===== src/rtl/task_sched_pkg.sv =====
package task_sched_pkg;
  typedef enum logic [1:0] {
    WK_NONE   = 2'd0,
    WK_COUNT  = 2'd1,
    WK_PIN_EQ = 2'd2,
    WK_PIN_NE = 2'd3
  } wait_kind_e;
endpackage


===== src/rtl/task_wait_cell.sv =====
module task_wait_cell
  import task_sched_pkg::*;
#(
  parameter int CNT_W = 32,
  parameter int PIN_W = 32,
  parameter int ARG_W = 32
) (
  input  logic             clk_i,
  input  logic             rst_ni,
  input  logic             start_i,
  input  logic             stop_i,
  input  logic             wait_i,
  input  logic [1:0]       kind_i,
  input  logic [ARG_W-1:0] arg_a_i,
  input  logic [ARG_W-1:0] arg_b_i,
  input  logic [CNT_W-1:0] count_i,
  input  logic [PIN_W-1:0] pins_i,
  output logic             active_o,
  output logic             asleep_o
);
  logic             active_q, asleep_q, load, met;
  wait_kind_e       kind_q;
  logic [ARG_W-1:0] a_q, b_q;

  assign load = wait_i & active_q & ~start_i & ~stop_i;

  always_comb begin
    unique case (kind_q)
      WK_COUNT:  met = (count_i == a_q[CNT_W-1:0]);
      WK_PIN_EQ: met = ((pins_i & a_q[PIN_W-1:0]) == b_q[PIN_W-1:0]);
      WK_PIN_NE: met = ((pins_i & a_q[PIN_W-1:0]) != b_q[PIN_W-1:0]);
      default:   met = 1'b0;
    endcase
  end

  always_ff @(posedge clk_i or negedge rst_ni) begin
    if (!rst_ni) begin
      active_q <= 1'b0;
      asleep_q <= 1'b0;
    end else if (stop_i) begin
      active_q <= 1'b0;
      asleep_q <= 1'b0;
    end else if (start_i) begin
      active_q <= 1'b1;
      asleep_q <= 1'b0;
    end else if (load) begin
      asleep_q <= 1'b1;
    end else if (asleep_q && met) begin
      asleep_q <= 1'b0;
    end
  end

  // condition storage: enabled only on entry, clock-gateable
  always_ff @(posedge clk_i or negedge rst_ni) begin
    if (!rst_ni) begin
      kind_q <= WK_NONE;
      a_q    <= '0;
      b_q    <= '0;
    end else if (load) begin
      kind_q <= wait_kind_e'(kind_i);
      a_q    <= arg_a_i;
      b_q    <= arg_b_i;
    end
  end

  assign active_o = active_q;
  assign asleep_o = asleep_q;

  assert_sleep_needs_start_R11: assert property (@(posedge clk_i) disable iff (!rst_ni)
    asleep_q |-> active_q);
  assert_stop_clears_R11: assert property (@(posedge clk_i) disable iff (!rst_ni)
    stop_i |=> (!active_q && !asleep_q));
  assert_wake_on_match_R10: assert property (@(posedge clk_i) disable iff (!rst_ni)
    (asleep_q && met && !wait_i && !start_i && !stop_i) |=> !asleep_q);
  assert_sleep_holds_R8: assert property (@(posedge clk_i) disable iff (!rst_ni)
    (asleep_q && !met && !wait_i && !start_i && !stop_i) |=> asleep_q);
endmodule


===== src/rtl/rr_picker.sv =====
module rr_picker #(
  parameter int N  = 8,
  parameter int IW = 3
) (
  input  logic [N-1:0]  req_i,
  input  logic [IW-1:0] last_i,
  output logic          found_o,
  output logic [IW-1:0] pick_o
);
  always_comb begin
    found_o = 1'b0;
    pick_o  = last_i;
    for (int k = 1; k <= N; k++) begin
      int idx;
      idx = int'(last_i) + k;
      if (idx >= N) idx = idx - N;
      if (!found_o && req_i[idx]) begin
        found_o = 1'b1;
        pick_o  = IW'(idx);
      end
    end
  end
endmodule


===== src/rtl/task_slot_sched.sv =====
module task_slot_sched
  import task_sched_pkg::*;
#(
  parameter int N     = 8,
  parameter int CNT_W = 32,
  parameter int PIN_W = 32,
  localparam int IW    = (N > 1) ? $clog2(N) : 1,
  localparam int ARG_W = (CNT_W > PIN_W) ? CNT_W : PIN_W
) (
  input  logic             clk_i,
  input  logic             rst_ni,
  input  logic             skip_sleep_i,
  input  logic [CNT_W-1:0] count_i,
  input  logic [PIN_W-1:0] pins_i,
  input  logic             start_valid_i,
  input  logic [IW-1:0]    start_id_i,
  input  logic             stop_valid_i,
  input  logic [IW-1:0]    stop_id_i,
  input  logic             wait_valid_i,
  input  logic [IW-1:0]    wait_id_i,
  input  logic [1:0]       wait_kind_i,
  input  logic [ARG_W-1:0] wait_arg_a_i,
  input  logic [ARG_W-1:0] wait_arg_b_i,
  output logic             slot_valid_o,
  output logic [IW-1:0]    slot_task_o,
  output logic             slot_issue_o
);
  logic [N-1:0]  active, asleep, cand;
  logic          found;
  logic [IW-1:0] pick, last_q;
  logic          valid_q, issue_q;

  for (genvar t = 0; t < N; t++) begin : g_task
    task_wait_cell #(.CNT_W(CNT_W), .PIN_W(PIN_W), .ARG_W(ARG_W)) u_cell (
      .clk_i    (clk_i),
      .rst_ni   (rst_ni),
      .start_i  (start_valid_i && (start_id_i == IW'(t))),
      .stop_i   (stop_valid_i && (stop_id_i == IW'(t))),
      .wait_i   (wait_valid_i && (wait_id_i == IW'(t)) && (wait_kind_i != WK_NONE)),
      .kind_i   (wait_kind_i),
      .arg_a_i  (wait_arg_a_i),
      .arg_b_i  (wait_arg_b_i),
      .count_i  (count_i),
      .pins_i   (pins_i),
      .active_o (active[t]),
      .asleep_o (asleep[t])
    );
  end

  assign cand = skip_sleep_i ? (active & ~asleep) : active;

  rr_picker #(.N(N), .IW(IW)) u_pick (
    .req_i   (cand),
    .last_i  (last_q),
    .found_o (found),
    .pick_o  (pick)
  );

  always_ff @(posedge clk_i or negedge rst_ni) begin
    if (!rst_ni) begin
      last_q  <= IW'(N - 1);
      valid_q <= 1'b0;
      issue_q <= 1'b0;
    end else if (found) begin
      last_q  <= pick;
      valid_q <= 1'b1;
      issue_q <= ~asleep[pick];
    end else begin
      valid_q <= 1'b0;
      issue_q <= 1'b0;
    end
  end

  assign slot_valid_o = valid_q;
  assign slot_task_o  = last_q;
  assign slot_issue_o = issue_q;

  assert_empty_idle_R7: assert property (@(posedge clk_i) disable iff (!rst_ni)
    (active == '0) |=> !slot_valid_o);
  assert_det_keeps_slot_R5: assert property (@(posedge clk_i) disable iff (!rst_ni)
    (!skip_sleep_i && active != '0) |=> slot_valid_o);
  assert_issue_needs_slot_R5: assert property (@(posedge clk_i) disable iff (!rst_ni)
    slot_issue_o |-> slot_valid_o);
  assert_skip_awake_issues_R6: assert property (@(posedge clk_i) disable iff (!rst_ni)
    (skip_sleep_i && (active & ~asleep) != '0) |=> slot_issue_o);
  assert_all_asleep_nop_R6: assert property (@(posedge clk_i) disable iff (!rst_ni)
    (skip_sleep_i && (active & ~asleep) == '0) |=> (!slot_valid_o && !slot_issue_o));
endmodule


===== config.mk =====
export PLATFORM = sky130hd
export DESIGN_NAME = task_slot_sched
export DESIGN_NICKNAME = d
export VERILOG_FILES = /design/src/rtl/task_sched_pkg.sv /design/src/rtl/task_wait_cell.sv /design/src/rtl/rr_picker.sv /design/src/rtl/task_slot_sched.sv
export SDC_FILE = /design/constraint.sdc
export NUM_CORES = 1
export LEC_CHECK = 0
export ABC_CLOCK_PERIOD_IN_PS = 7450
export BUFFER_PORTS_ARGS = -buffer_cell sky130_fd_sc_hd__buf_4
export CAP_MARGIN = 5
export CORE_MARGIN = 8
export CORE_UTILIZATION = 60
export DETAILED_ROUTE_END_ITERATION = 8
export GPL_TIMING_DRIVEN = 1
export PLACE_DENSITY_LB_ADDON = 0.3
export REMOVE_ABC_BUFFERS = 1
export SLEW_MARGIN = 20
export SYNTH_ARGS = -nofsm -noshare
export SYNTH_HDL_FRONTEND = slang
export SYNTH_SLANG_ARGS = --single-unit

===== constraint.sdc =====
create_clock -name clk_i -period 7.45 [get_ports clk_i]
set_clock_uncertainty 0.1 [all_clocks]
set_input_delay 1.1175 -clock clk_i [delete_from_list [all_inputs] [get_ports clk_i]]
set_output_delay 1.1175 -clock clk_i [all_outputs]
set_load 0.1 [all_outputs]

==> results.yml <==
timing:
  fin_ws_ps: 3280
  setup_viol_count_final: 0
  worst_slew_pin_slew_ps: 1230
  fmax_ghz: 0.240
  rsz0062_at_grt: "no"
  finalHoldViolCount: 0
  tns_ps: 0
  min_period_ps: 4170
  slew_headroom_pct: 17.2
  drv_slew: 0
  fin_crit_sh_pct: 56.0
final_layout:
  layout_common_cells: "546 x dfrtp_1, 537 x mux2_2, 437 x xor2_1, 278 x nand2_1, 160 x buf_4"
  multi_input_area_sq_um: 14100
  register_area_sq_um: 13700
  fillers: 3439
  synthToLayoutAreaGrowth_pct: 12.2
  drive_gt1_share_pct: 32.5
  fin_nets: 2621
  mostFrequentLayoutCell: "dfrtp_1"
synth:
  synth_edf_count: 0
  synth_seq_cells: 549
  ys_seq_area_share_pct: 48.5
  synth_area_sq_um: 28400
  async_flop_share_pct: 100
  ys_types: 55
  syn_avg_cell_area_sq_um: 11.9
  dominantRegCellSynth: "dfrtp_1"
  netlist_instances: 2383
  yosysWarnings: 0
cts:
  cts.path.max_buffers: 3
  cts_root_buffer: "clkbuf_16"
  clkTransAtPathRegs_ps: 60
  cts_tree: "yes"
  cts_setup_buffers: 0
  cts-resized-gates: 0
  cts_htree_levels: 2
  clkLatencyLatePin_ps: 620
  cts_sinks: 549
  numCtsBuffers: 56
  hold_buffers: 0
routing:
  drt_iter0_drc: 2469
  drc: 0
  detail_route.wl_per_cell_um: 32.3
  vias: 20132
  drt-pass1-iter-count: 5
  wl_um: 101000
  ant_nets: 0
  vias_per_cell: 6.44
worst_setup_path:
  startpoint_type: "register"
  critical_path_required_ps: 7840
  crit_path_end_kind: "register"
  cp_data_arrival_time_ps: 4560
  critPathMaxFanout: 17
  critPathKind: "reg -> reg"
global_route:
  grt_pass1_vias: 20541
  grt.total_usage_pct: 37.0
  grt_pass1_wl_um: 145000
  overflow: 0
  grt_max_degree: 173
  antenna_found_initial: 4
power_and_ir_drop:
  p_leak_nw: 14.4
  power_switching_share_pct: 38.5
  pwr-share-comb_pct: 36.2
  power.density_nw_per_um2: 372
  p_clk_share_pct: 24.2
  switchingPower_mw: 4.55
  internal_power_mw: 7.27
  pwr-share-seq_pct: 39.6
  peakVddDrop_mv: 0.264
worst_hold_path:
  hold_class: "in -> async"
place:
  portBuffers: 149
  post-place-ws_ps: 3270
  gp_congestion: 1.06
  dp_hpwl_um: 75200
floorplan:
  rows: 79
  die_h_um: 233
  initial_utilization_pct: 60.9
  die_w_um: 233
  io-pin-count: 150
  dieArea_sq_um: 54500
  core_sq_um: 46600
run_status:
  status: "finished, final reports clean"
job:
  maxCapViolCount: 0
## cell type report
class | count | area share [%]
Antenna cell | 1 | 0.00787
Clock buffer | 85 | 5.39
Clock inverter | 15 | 0.441
Inverter | 8 | 0.0944
Multi-Input combinational cell | 1694 | 44.4
Sequential cell | 549 | 43.2
Tap cell | 607 | 2.39
Timing Repair Buffer | 165 | 4.07
## cell families after synthesis
kind of cell    after synthesis  synth area share [%]
flops                       549                  48.5
fa+ha+maj                     2                0.0882
compound gates               86                  2.08
mux                         574                  23.0
simple gates                529                  8.83
xor+xnor                    503                  15.6
buf+inv                     140                  1.90
## synthesized netlist by cell type, drive strengths merged (4+ instances only)
master  count  area, sq um
o31ai       4         30.0
inv         5         18.8
a211oi      6         45.0
o22ai       5         31.3
nor2b       4         25.0
o211ai      5         37.5
xnor2      66          597
a21oi       9         45.0
mux4        9          203
nor2       40          150
mux2      538         6060
xor2      437         3830
a21o        4         30.0
nand4      72          450
buf        26          110
nand3      12         60.1
o21ai      24          120
nor4       92          576
nor3b       7         52.6
mux2i      27          270
clkbuf    106          399
nand2b      6         37.5
o21a        6         45.0
nand2     278         1040
o221ai      4         35.0
nor3       11         55.1
dfrtp     546        13700
## routing by layer
| metal | GRT usage, % | routed length (um) | vias to the layer above | share of wire [%] |
|---|---|---|---|---|
| met5 | 0 | 27 | - | 0.027 |
| met4 | 19.3 | 6190 | 4 | 6.1 |
| met3 | 10.3 | 10700 | 252 | 11 |
| met2 | 55.3 | 44500 | 1084 | 44 |
| met1 | 49.0 | 39400 | 10347 | 39 |
| li1 | - | - | 8445 | - |
## worst paths after layout
path | startpoint | end | slack (ps) | cells after the start
setup / recovery | slot_task_o[1]$_DFFE_PN1P_ | slot_issue_o$_DFF_PN0_ | 3280 | 11
hold / removal | rst_ni | g_task[1].u_cell.a_q[20]$_DFFE_PN0P_ | 360 | 1
hold reg to reg | g_task[4].u_cell.b_q[25]$_DFFE_PN0P_ | g_task[4].u_cell.b_q[25]$_DFFE_PN0P_ | 430 | 1
min in group clk_i | g_task[4].u_cell.b_q[25]$_DFFE_PN0P_ | g_task[4].u_cell.b_q[25]$_DFFE_PN0P_ | 430 | 1
setup reg to reg | slot_task_o[1]$_DFFE_PN1P_ | slot_issue_o$_DFF_PN0_ | 3280 | 11
max in group asynchronous | rst_ni | g_task[0].u_cell.b_q[2]$_DFFE_PN0P_ | 5460 | 2
## sequential cells by signal, summed over array words and instances, names as in the netlist
signal	flops
slot_issue_o	1
g_task.u_cell.a_q	256
g_task.u_cell.b_q	256
g_task.u_cell.kind_q	16
slot_valid_o	1
g_task.u_cell.active_o	8
g_task.u_cell.asleep_o	8
slot_task_o	3
## critical path, stage by stage, from the launching register on
cell       delay, ps
dfstp_2          750
clkinv_1         330
ha_1             360
xnor2_1          440
mux4_2           590
or4b_1           550
a2bb2oi_2        190
xnor2_4          160
mux2i_1          140
mux2_2           270
nand3_1           80
nand3_1           80
## stage by stage
stage	utilization, %	area [sq um]	power (mW)	hold slack (ps)	std cells
floorplan	-	27800	7.08	391	2251
finish	68.3	31800	11.8	357	3124
global placement	64.2	29900	8.78	406	3022
detailed placement	64.2	29900	8.86	413	3022
global route	68.3	31800	12.2	384	3123
CTS	68.2	31800	11.7	363	3122
## power groups by stage
stage	logic, mW	clock network [mW]	registers (mW)
after floorplan	2.50	0	4.58
after global placement	4.13	0	4.64
after detailed placement	4.16	0	4.70
after CTS	4.19	2.86	4.66
after global routing	4.46	2.99	4.79
final	4.28	2.86	4.68
(Power assumes the default switching activity.)
